**src/rtl/ratio_bridge_pkg.sv**
```systemverilog
`timescale 1ns/1ps
package ratio_bridge_pkg;
  localparam int unsigned CMD_W_DEFAULT  = 32;
  localparam int unsigned DATA_W_DEFAULT = 64;
  // slots per slow-to-fast channel; two keeps one word per slow cycle
  localparam int unsigned S2F_DEPTH      = 2;
endpackage

```
**src/rtl/rb_phase_gen.sv**
```systemverilog
`timescale 1ns/1ps
module rb_phase_gen (
  input  logic clk,
  input  logic rst,
  input  logic phase_align,
  output logic en
);
  logic en_q;

  always_ff @(posedge clk) begin
    if (rst || phase_align) en_q <= 1'b1;
    else                    en_q <= ~en_q;
  end

  assign en = en_q;
endmodule

```
**src/rtl/rb_f2s_chan.sv**
```systemverilog
`timescale 1ns/1ps
module rb_f2s_chan #(
  parameter int unsigned W = 32
) (
  input  logic         clk,
  input  logic         rst,
  input  logic         en,
  input  logic         in_valid,
  output logic         in_ready,
  input  logic [W-1:0] in_data,
  output logic         out_valid,
  input  logic         out_ready,
  output logic [W-1:0] out_data
);
  logic         stage_v;
  logic [W-1:0] stage_d;
  logic         hold_v;
  logic [W-1:0] hold_d;
  logic         accept;
  logic         advance;

  assign in_ready = ~stage_v;
  assign accept   = in_valid & ~stage_v;
  // slow-facing register may reload only at a slow edge and when free or taken
  assign advance  = en & (~hold_v | out_ready);

  always_ff @(posedge clk) begin
    if (rst) begin
      stage_v <= 1'b0;
      hold_v  <= 1'b0;
    end else begin
      if (accept)       stage_v <= 1'b1;
      else if (advance) stage_v <= 1'b0;
      if (advance)      hold_v  <= stage_v;
    end
  end

  always_ff @(posedge clk) begin
    if (accept)             stage_d <= in_data;
    if (advance && stage_v) hold_d  <= stage_d;
  end

  assign out_valid = hold_v;
  assign out_data  = hold_d;
endmodule

```
**src/rtl/rb_s2f_chan.sv**
```systemverilog
`timescale 1ns/1ps
module rb_s2f_chan #(
  parameter int unsigned W     = 32,
  parameter int unsigned DEPTH = 2
) (
  input  logic         clk,
  input  logic         rst,
  input  logic         en,
  input  logic         in_valid,
  output logic         in_ready,
  input  logic [W-1:0] in_data,
  output logic         out_valid,
  input  logic         out_ready,
  output logic [W-1:0] out_data
);
  localparam int unsigned CNT_W = $clog2(DEPTH + 1);

  logic [W-1:0]     slot [DEPTH];
  logic [CNT_W-1:0] fill;
  logic [CNT_W-1:0] fill_n;
  logic [CNT_W-1:0] wr_idx;
  logic             rdy_q;
  logic             take;
  logic             pop;

  assign take   = en & in_valid & rdy_q;
  assign pop    = (fill != '0) & out_ready;
  assign fill_n = fill + CNT_W'(take) - CNT_W'(pop);
  assign wr_idx = fill - CNT_W'(pop);

  always_ff @(posedge clk) begin
    if (rst) begin
      fill  <= '0;
      rdy_q <= 1'b1;
    end else begin
      fill <= fill_n;
      // promise space for the next slow edge; only pops happen in between
      if (en) rdy_q <= (fill_n < CNT_W'(DEPTH));
    end
  end

  always_ff @(posedge clk) begin
    for (int k = 0; k < DEPTH - 1; k++) begin
      if (pop) slot[k] <= slot[k+1];
    end
    for (int k = 0; k < DEPTH; k++) begin
      if (take && wr_idx == CNT_W'(k)) slot[k] <= in_data;
    end
  end

  assign in_ready  = rdy_q;
  assign out_valid = (fill != '0);
  assign out_data  = slot[0];
endmodule

```
**src/rtl/ratio_bridge.sv**
```systemverilog
`timescale 1ns/1ps
module ratio_bridge
  import ratio_bridge_pkg::*;
#(
  parameter int unsigned CMD_W  = CMD_W_DEFAULT,
  parameter int unsigned DATA_W = DATA_W_DEFAULT
) (
  input  logic              clk,
  input  logic              rst,
  input  logic              phase_align,
  output logic              ph_en,
  input  logic              dma_cmd_valid,
  output logic              dma_cmd_ready,
  input  logic [CMD_W-1:0]  dma_cmd,
  input  logic              dma_wr_valid,
  output logic              dma_wr_ready,
  input  logic [DATA_W-1:0] dma_wr_data,
  output logic              ctl_cmd_valid,
  input  logic              ctl_cmd_ready,
  output logic [CMD_W-1:0]  ctl_cmd,
  output logic              ctl_wr_valid,
  input  logic              ctl_wr_ready,
  output logic [DATA_W-1:0] ctl_wr_data,
  input  logic              ctl_rsp_valid,
  output logic              ctl_rsp_ready,
  input  logic [CMD_W-1:0]  ctl_rsp,
  input  logic              ctl_rd_valid,
  output logic              ctl_rd_ready,
  input  logic [DATA_W-1:0] ctl_rd_data,
  output logic              dma_rsp_valid,
  input  logic              dma_rsp_ready,
  output logic [CMD_W-1:0]  dma_rsp,
  output logic              dma_rd_valid,
  input  logic              dma_rd_ready,
  output logic [DATA_W-1:0] dma_rd_data
);
  logic en;

  rb_phase_gen u_phase (
    .clk(clk), .rst(rst), .phase_align(phase_align), .en(en)
  );
  assign ph_en = en;

  rb_f2s_chan #(.W(CMD_W)) u_cmd_down (
    .clk(clk), .rst(rst), .en(en),
    .in_valid(dma_cmd_valid), .in_ready(dma_cmd_ready), .in_data(dma_cmd),
    .out_valid(ctl_cmd_valid), .out_ready(ctl_cmd_ready), .out_data(ctl_cmd)
  );

  rb_f2s_chan #(.W(DATA_W)) u_wr_down (
    .clk(clk), .rst(rst), .en(en),
    .in_valid(dma_wr_valid), .in_ready(dma_wr_ready), .in_data(dma_wr_data),
    .out_valid(ctl_wr_valid), .out_ready(ctl_wr_ready), .out_data(ctl_wr_data)
  );

  rb_s2f_chan #(.W(CMD_W), .DEPTH(S2F_DEPTH)) u_rsp_up (
    .clk(clk), .rst(rst), .en(en),
    .in_valid(ctl_rsp_valid), .in_ready(ctl_rsp_ready), .in_data(ctl_rsp),
    .out_valid(dma_rsp_valid), .out_ready(dma_rsp_ready), .out_data(dma_rsp)
  );

  rb_s2f_chan #(.W(DATA_W), .DEPTH(S2F_DEPTH)) u_rd_up (
    .clk(clk), .rst(rst), .en(en),
    .in_valid(ctl_rd_valid), .in_ready(ctl_rd_ready), .in_data(ctl_rd_data),
    .out_valid(dma_rd_valid), .out_ready(dma_rd_ready), .out_data(dma_rd_data)
  );
endmodule

```
**config.mk**
```make
export PLATFORM = sky130hd
export DESIGN_NAME = ratio_bridge
export DESIGN_NICKNAME = d
export VERILOG_FILES = /design/src/rtl/ratio_bridge_pkg.sv /design/src/rtl/rb_phase_gen.sv /design/src/rtl/rb_f2s_chan.sv /design/src/rtl/rb_s2f_chan.sv /design/src/rtl/ratio_bridge.sv
export SDC_FILE = /design/constraint.sdc
export NUM_CORES = 1
export LEC_CHECK = 0
export BUFFER_PORTS_ARGS = -buffer_cell sky130_fd_sc_hd__buf_2
export CAP_MARGIN = 20
export CORE_ASPECT_RATIO = 1.1
export CORE_MARGIN = 8
export CORE_UTILIZATION = 35
export DETAILED_ROUTE_END_ITERATION = 12
export HOLD_SLACK_MARGIN = 0.02
export MAX_ROUTING_LAYER = met4
export PLACE_DENSITY_LB_ADDON = 0.05
export SLEW_MARGIN = 25
export SYNTH_ARGS = -nofsm -noshare
export SYNTH_HDL_FRONTEND = slang
export SYNTH_SLANG_ARGS = --single-unit
```
**constraint.sdc**
```tcl
create_clock -name clk -period 4.4 [get_ports clk]
set_input_delay 0 -clock clk [delete_from_list [all_inputs] [get_ports clk]]
set_output_delay 0 -clock clk [all_outputs]
set_load 0.005 [all_outputs]
```
* Word level (Yosys, flattened, before mapping)
Memory sizes are Yosys's and may differ from the RTL's. Cells that the tools add are included.
Operators by class: bitwise operators 19, $lt $le $gt $ge 2, equality and inequality tests 2, divide/modulo/power cells 0, shift-type cells 0, $add $sub $neg 6, reduce and logical (&&, ||, !) cells 13, mux-type cells 18, multiply operators 0
Operators by type and width (number):
- two-way mux 64 bit | 1
- two-way mux 32 bit | 1
- two-way mux 1 bit | 16
- AND 1 bit | 10
- nonzero test 2 bit | 4
- subtractor 2 x 1 -> 2 bit | 4
- logical AND 1 bit | 6
- NOT 1 bit | 5
- adder 2 x 1 -> 2 bit | 2
- equality test 2 x 1 -> 1 bit (second input constant) | 2
- zero test 2 bit | 2
- < comparator 2 bit (second input constant) | 2
- OR 1 bit | 4
- logical OR 1 bit | 1
Word-level totals: bits of input ports 203, bits in registers 203, word-level logic and storage cells 75, ROM bits 0, memories 2, RAM bits 192, output and inout port bits 201, bits in latches 0
Memory list:
- u_rd_up.slot | depth 2, bits a word 64, read ports 2, clocked after memory_dff 0, wr ports 2, RTL line rb_s2f_chan.sv:18 | logic [W-1:0] slot [DEPTH];
- u_rsp_up.slot | depth 2, bits a word 32, read ports 2, clocked after memory_dff 0, wr ports 2, RTL line rb_s2f_chan.sv:18

* Depth between registers and ports, before layout
Gate-level depths: netlist (run 1).
word-level depth 8, gate-level depth with buffers 9, depth with buffers taken out 8

* Modules after synthesis
Synthesis (run 1) repeated with hierarchy kept, for this count alone.
Unflattened totals: cells, all modules 658, area total of the unflattened synthesis 14116.0 um^2
By module, submodules not included:
- rb_s2f_chan (u_rd_up) | instances 1, area each 5330.1 um^2, cells each 287, seq. area each 3903.7 um^2
- rb_f2s_chan (u_wr_down) | instances 1, area each 3950.0 um^2, cells each 139, seq. area each 3883.7 um^2
- rb_s2f_chan (u_rsp_up) | instances 1, area each 2778.9 um^2, cells each 155, seq. area each 1981.9 um^2
- rb_f2s_chan (u_cmd_down) | instances 1, area each 2028.2 um^2, cells each 75, seq. area each 1961.9 um^2
- rb_phase_gen | instances 1, area each 28.8 um^2, cells each 2, seq. area each 20.0 um^2

* Worst setup path after synthesis (run 1)
OpenSTA, ideal clock, no wires.
path kind register -> register, start point register u_phase.en_q (netlist: u_phase.en), end point register u_wr_down.hold_d[0] (netlist: u_wr_down.out_data[0]) (enable), setup time 509 ps, buffers on the path 1, arrival 3874 ps, setup slack 17 ps, cell stages (with the launch flop) 4, cells stage by stage dfxtp_1 > clkbuf_1 > nand2_1 > a21oi_1
On the way: cells in the longest elaborated chain, start to end 2
RTL lines:
- start, declared | RTL line rb_phase_gen.sv:8 | logic en_q;
- start signal, assigned | RTL line rb_phase_gen.sv:12 | else en_q <= ~en_q;
- AND 1 bit | RTL line rb_f2s_chan.sv:25 | assign advance = en & (~hold_v | out_ready);
- logical AND 1 bit | RTL line rb_f2s_chan.sv:40 | if (advance && stage_v) hold_d <= stage_d;
- end signal, assigned | RTL line rb_f2s_chan.sv:40
- end, declared | RTL line rb_f2s_chan.sv:18 | logic [W-1:0] hold_d;
Every way passes these cells. A chain may end at the register's enable or synchronous reset.

==> flow_summary.yaml, run 1 <==
run_status:
  outcome: "completed"
floorplanning:
  initial_utilization_pct: 35.4
  die_w_um: 208
  placement_rows: 77
  overall_die_area_mm2: 0.0473
  vert_die_dim_um: 227
  floorplan.core_area_mm2: 0.0401
  io_pins: 404
power:
  switching_power_as_a_share_of_total_power_pct: 25.4
  cell_internal_pwr_mw: 8.46
  share_comb_of_total_power_pct: 21.1
  p_leak_nw: 7.71
  power.share.clock_pct: 30.8
  post-layout-total-power_mw: 11.3
  sequentialPowerShare_pct: 48.1
  max-vdd-ir-drop_v: 0.000282
  powerDensity_mw_per_mm2: 579
  p_sw_mw: 2.88
placed_design:
  dp.final_hpwl_um: 23000
  post-place-cells: 1476
  port_buffers: 403
  place.gp.congestion: 0.704
  dp_slack_ns: 1.62
grt:
  grt-busiest-layer: "met2"
  global_route.usage.total_pct: 14.1
  globalRouteMet1Util_pct: 15.7
  initial_antenna_violation_count: 4
  grtUsageMet2_pct: 23.0
  grt_max_degree: 66
  grt_pass1_vias: 8149
  grt_pass1_wl_um: 49300
  grtUsageMet3_pct: 5.80
  grt.overflow.total: 0
sta:
  post_route_setup_tns_ns: 0
  finalWorstPathRequiredPeriod_ns: 2.74
  unrepaired_setup_endpoints_after_global_routing: "false"
  timing.final.hold_violations: 0
  timing_max_transition_violations_final: 0
  fmax_mhz: 365
  clock-skew-final_ns: 0.0207
  period_share_pct: 62.3
  worst_slew_margin_rel_pct: 38.2
  setup_violations: 0
  postLayoutSetupSlackWorst_ns: 1.66
  hold_slack_ns: 0.0619
  max_slew.worst_pin.slew_ns: 0.927
critical_path:
  endpoint: "u_rsp_up.slot[0][2]$_DFFE_PP_"
  start_kind: "flip-flop"
  cp_data_arrival_time_ns: 2.95
  regToRegStartpoint: "u_rsp_up.fill[1]$_SDFF_PP0_"
  setup.worst_path.start: "u_rsp_up.fill[1]$_SDFF_PP0_"
  criticalPathCategory: "reg -> reg"
  r2r_end: "u_rsp_up.slot[0][2]$_DFFE_PP_"
  cp_max_fo: 33
  required_ns: 4.61
  rrSetupSlack_ns: 1.66
  end_kind: "flip-flop"
  worst-r2r-cell-count: 8
final_layout:
  n_fill_cell: 3412
  proportion_of_layout_cells_with_a_drive_suffix_above_1_pct: 46.3
  total_nets_final: 1419
  area_growth_pct: 38.1
  final_cell_count_no_fill: 1762
  final_common_cell: "buf_2"
  most-common-layout-cells: "403 x buf_2, 384 x edfxtp_1, 204 x dlygate4sd3_1"
  regArea_mm2: 0.0118
  multiInputGateArea_mm2: 0.00164
clock_tree:
  sink_count: 395
  insertion_delay_ns: 0.55
  cts_tree: "done"
  ctsHtreeMaxLevel: 2
  post_cts_resized: 0
  holdBufCountCts: 204
  clock-root-buffer: "clkbuf_16"
  clk_pin_slew_ns: 0.05
  cts_buffers: 43
  cts_post_setup_buffers_inserted: 0
  cts_buffer_depth: 3
route:
  routed-via-count: 7449
  routed_wirelength_um: 33600
  avgRoutedWirePerCell_um: 19.1
  viasPerCell: 4.23
  drc_violations: 0
  drtPass1Iterations: 6
  drt_first_iter_violations: 369
  route.antenna.remaining_nets: 0
logic_synthesis:
  synth_cell_type_count: 27
  cell_area_after_synthesis_mm2: 0.0142
  yosys_warnings: 0
  synth.mux.area_fraction_pct: 8.91
  synth_fp_nets: 864
  synth_top_cells_by_area: "edfxtp_1 81%, mux2_4 5.2%, buf_4 5.1%"
  yosys.area.top_type: "edfxtp_1"
  post_synth_xor_area_fraction_pct: 0.406
  post_synth_inst_count: 657
  syn-mean-instance-area_um2: 21.6
  post_synth_adder_cell_area_pct: 0.353
  area_fraction_in_compound_gates_after_synthesis_pct: 0.176
  ys_ff_latch: 395
  post-synth-top-area-fraction_pct: 81.2
  synth_simple_gate_area_share_pct: 1.37
  synth_top_family_by_area: "multiplexers"
  part_of_the_yosys_area_used_for_sequential_elements_pct: 82.8
flow_run:
  maxCapViolCount: 0
min_path:
  worst_min_path_start: "ctl_rd_valid"
  min_path_type: "in -> reg"
power by group through the flow:
stage                     clock [mW]  combinational [mW]  sequential (mW)
after CTS                       3.63                2.49             5.48
after floorplan                    0                1.87             5.50
final                           3.49                2.40             5.46
after detailed placement           0                2.33             5.55
after global routing            3.76                2.61             5.54
after global placement             0                2.33             5.54
area by class of cell:
type	count	area share (%)
Inverter	9	0.172
Sequential cell	395	60.0
Multi-Input combinational cell	145	8.37
Tap cell	513	3.27
Timing Repair Buffer	618	21.2
Clock buffer	53	5.79
Antenna cell	4	0.0511
Clock inverter	25	1.16
metrics by stage:
| stage | area [um^2] | util, % |
|---|---|---|
| 6_report | 19600 | 48.9 |
| 5_1_grt | 19600 | 48.9 |
| 4_1_cts | 19600 | 48.9 |
| 3_5_place_dp | 16200 | 40.4 |
| 3_3_place_gp | 16200 | 40.3 |
| 2_1_floorplan | 14200 | - |
logic make-up (layout without fill, tap and decap cells):
family | Yosys count | in the layout
flip-flops | 395 | 395
multiplexers | 96 | 96
other | 0 | 4
XOR/XNOR | 4 | 4
adder cells (fa/ha/maj) | 4 | 4
AO/OA/AOI/OAI | 5 | 5
buffers and inverters | 117 | 705
AND/OR/NAND/NOR | 36 | 36
critical path, stage by stage (launching register included):
cell and delay (ns):
dfxtp_1 0.33, or2_2 0.28, and2_1 0.17, ha_1 0.22, xnor2_1 0.17, nand3_1 0.09, buf_4 0.28, nand2b_1 0.44
buf_4 0.41
Yosys cell counts:
| master | instances |
|---|---|
| and4b_1 | 1 |
| mux2_4 | 49 |
| nand3_2 | 1 |
| nand3_1 | 1 |
| xnor2_2 | 1 |
| ha_1 | 4 |
| mux2_2 | 47 |
| clkbuf_1 | 2 |
| and2_1 | 1 |
| nor2_1 | 5 |
| inv_1 | 9 |
| xor2_1 | 1 |
| or2_2 | 3 |
| xnor2_1 | 1 |
| nand2_1 | 9 |
| nor2b_1 | 5 |
| nand2b_1 | 1 |
| buf_4 | 96 |
| buf_2 | 4 |
| buf_6 | 6 |
| xor3_1 | 1 |
| nor3_1 | 4 |
| and3_1 | 4 |
| a21oi_1 | 5 |
| nor4b_1 | 1 |
| edfxtp_1 | 384 |
| dfxtp_1 | 11 |
metal layers:
layer | vias to the layer above | share of wire (%)
met5 | - | 0
met4 | 0 | 2.3
met1 | 3590 | 40
met2 | 270 | 49
met3 | 51 | 8.9
li1 | 3538 | -
sequential cells by signal (all words and copies together) (netlist names):
register              count
u_wr_down.out_valid       1
u_rd_up.fill              2
u_wr_down.stage_d        64
u_rsp_up.fill             2
u_wr_down.stage_v         1
u_cmd_down.out_valid      1
u_rsp_up.in_ready         1
u_rd_up.in_ready          1
u_cmd_down.stage_d       32
u_phase.en                1
u_cmd_down.out_data      32
u_rd_up.slot            128
u_wr_down.out_data       64
u_cmd_down.stage_v        1
u_rsp_up.slot            64
worst min path at each step:
stage | cells past startpoint | slack (ns) | to
2_1_floorplan | 1 | 0.07 | u_rsp_up.fill[1]$_SDFF_PP0_
3_3_place_gp | 1 | 0.18 | u_wr_down.stage_d[2]$_DFFE_PP_
3_5_place_dp | 1 | 0.18 | u_wr_down.stage_d[54]$_DFFE_PP_
4_1_cts | 4 | 0.04 | u_rd_up.fill[0]$_SDFF_PP0_
5_1_grt | 4 | 0.06 | u_rd_up.fill[0]$_SDFF_PP0_
6_report | 4 | 0.06 | u_rd_up.fill[0]$_SDFF_PP0_
Note: power is estimated with default switching activity, not from simulation.
==> run 2, diff against run 1 <==
==> constraint.sdc (replaced) <==
create_clock -name clk -period 2.6 [get_ports clk]
set_input_delay 0 -clock clk [delete_from_list [all_inputs] [get_ports clk]]
set_output_delay 0 -clock clk [all_outputs]
set_load 0.005 [all_outputs]
==> run 2 against run 1 <==
Compared with the run above:
- register-to-register slack got worse by 1.3 ns
- clock skew is 0.0021 ns lower
- cell area rose by 0.74%
- clock power increased by 73%
- critical path depth unchanged
- critical endpoint is now u_rd_up.slot[0][48]$_DFFE_PP_
==> flow_summary.yaml, run 2 (synthesis results as in run 1) <==
route:
  drt_first_iter_violations: 325
  routed_wirelength_um: 33800
  drc_violations: 0
  drtPass1Iterations: 4
  routed-via-count: 7412
  avgRoutedWirePerCell_um: 19.2
  route.antenna.remaining_nets: 0
  viasPerCell: 4.20
clock_tree:
  ctsHtreeMaxLevel: 2
  clk_pin_slew_ns: 0.06
  insertion_delay_ns: 0.55
  post_cts_resized: 0
  cts_tree: "done"
  cts_buffer_depth: 3
  clock-root-buffer: "clkbuf_16"
  cts_post_setup_buffers_inserted: 0
  cts_buffers: 43
  sink_count: 395
placed_design:
  post-place-cells: 1478
  dp.final_hpwl_um: 23200
  port_buffers: 403
  dp_slack_ns: 0.339
  detailed_place.area_mm2: 0.0163
  place.gp.congestion: 0.735
floorplanning:
  vert_die_dim_um: 227
  placement_rows: 77
  initial_utilization_pct: 35.4
  die_w_um: 208
  overall_die_area_mm2: 0.0473
  io_pins: 404
  floorplan.core_area_mm2: 0.0401
critical_path:
  required_ns: 2.89
  crit_path_cell_trace: "or2_2 -> nand2_1 -> inv_1 -> ha_1 -> xnor2_2 -> nand3_4 -> buf_12 -> mux2_4"
  start_kind: "flip-flop"
  cp_max_fo: 38
  end_kind: "flip-flop"
  worst-r2r-cell-count: 8
  criticalPathCategory: "reg -> reg"
  worst_path_max_delay_cell: "dfxtp_1"
  max_stage_delay_ns: 0.33
  cp_data_arrival_time_ns: 2.54
sta:
  period_share_pct: 86.5
  finalWorstPathRequiredPeriod_ns: 2.25
  setup_violations: 0
  max_slew.worst_pin.slew_ns: 0.503
  timing.final.hold_violations: 0
  postLayoutSetupSlackWorst_ns: 0.351
  clock-skew-final_ns: 0.0186
  unrepaired_setup_endpoints_after_global_routing: "false"
  fmax_mhz: 445
  worst_slew_margin_rel_pct: 66.4
  timing_max_transition_violations_final: 0
final_layout:
  area_growth_pct: 39.1
  max_flop_register: "u_rd_up.slot"
  total_nets_final: 1421
  n_fill_cell: 3418
  flip_flop_count_of_the_largest_register_after_layout: 128
  layout.core_utilization_pct: 49.3
  most-common-layout-cells: "403 x buf_2, 384 x edfxtp_1, 204 x dlygate4sd3_1"
  regArea_mm2: 0.0118
  multiInputGateArea_mm2: 0.00164
  proportion_of_layout_cells_with_a_drive_suffix_above_1_pct: 46.8
  postLayoutCellArea_mm2: 0.0197
  final_cell_count_no_fill: 1765
  final_common_cell: "buf_2"
grt:
  initial_antenna_violation_count: 7
  grt_pass1_vias: 8224
  grt_pass1_wl_um: 49800
  grt.overflow.total: 0
  global_route.usage.total_pct: 14.3
  grt_max_degree: 65
min_path:
  min_path_type: "in -> reg"
  min_path_cells: 4
run_status:
  outcome: "completed"
power:
  post-layout-total-power_mw: 19.5
  max-vdd-ir-drop_v: 0.000466
  powerDensity_mw_per_mm2: 986
  p_leak_nw: 7.77
flow_run:
  maxCapViolCount: 0
run 2: changes by cell type in the layout (fill, tap and decap cells not counted), sizes merged:
cell and change:
clkbuf +7, clkinv -9, clkinvlp -1, diode +3, inv +1, buf +2
run 2: final timing paths:
| path | slack, ns | to | start |
|---|---|---|---|
| setup / recovery | 0.35 | u_rd_up.slot[0][48]$_DFFE_PP_ | u_rd_up.fill[1]$_SDFF_PP0_ |
| setup reg to reg | 0.35 | u_rd_up.slot[0][48]$_DFFE_PP_ | u_rd_up.fill[1]$_SDFF_PP0_ |
| hold reg to reg | 0.41 | u_cmd_down.out_data[31]$_DFFE_PP_ | u_cmd_down.stage_d[31]$_DFFE_PP_ |
| hold / removal | 0.07 | u_rd_up.fill[0]$_SDFF_PP0_ | ctl_rd_valid |
run 2: power by group:
group / internal (mW) / total, mW / switching, mW
Clock: 3.62 / 6.03 / 2.41
Combinational: 2.12 / 4.22 / 2.10
Sequential: 8.85 / 9.22 / 0.371
run 2: critical path: cells and delay by family, from the launching register on:
family / cells / cell delay [ns]
buf+inv: 2 / 0.28
fa+ha+maj: 1 / 0.20
simple gates: 3 / 0.53
flops: 1 / 0.33
xor+xnor: 1 / 0.31
mux: 1 / 0.32
run 2: stage by stage:
| step | hold WS, ns | setup TNS [ns] |
|---|---|---|
| finish | 0.0731 | 0 |
| global route | 0.117 | 0 |
| CTS | 0.0393 | 0 |
| detailed placement | 0.178 | 0 |
| global placement | 0.177 | 0 |
| floorplan | 0.0716 | -9.74 |
run 2: area by class of cell:
| class | count | area share, % |
|---|---|---|
| antenna | 7 | 0.0887 |
| timing repair buffer | 620 | 21.6 |
| sequential | 395 | 59.5 |
| tap | 513 | 3.25 |
| inverter | 9 | 0.171 |
| multi-input combinational | 145 | 8.29 |
| clock buffer | 60 | 6.08 |
| clock inverter | 16 | 0.976 |
run 2: metal layers:
| metal | vias up | GRT usage (%) | routed length (um) |
|---|---|---|---|
| met2 | 267 | 22.6 | 16300 |
| li1 | 3529 | - | - |
| met3 | 66 | 5.58 | 3010 |
| met4 | 0 | 6.37 | 1040 |
| met1 | 3550 | 16.0 | 13400 |
| met5 | - | - | 0 |
run 2: timing repair:
action | in CTS | in global routing
setup endpoints to repair | 0 | 0
hold endpoints to repair | 303 | 0
hold buffers | 204 | 0
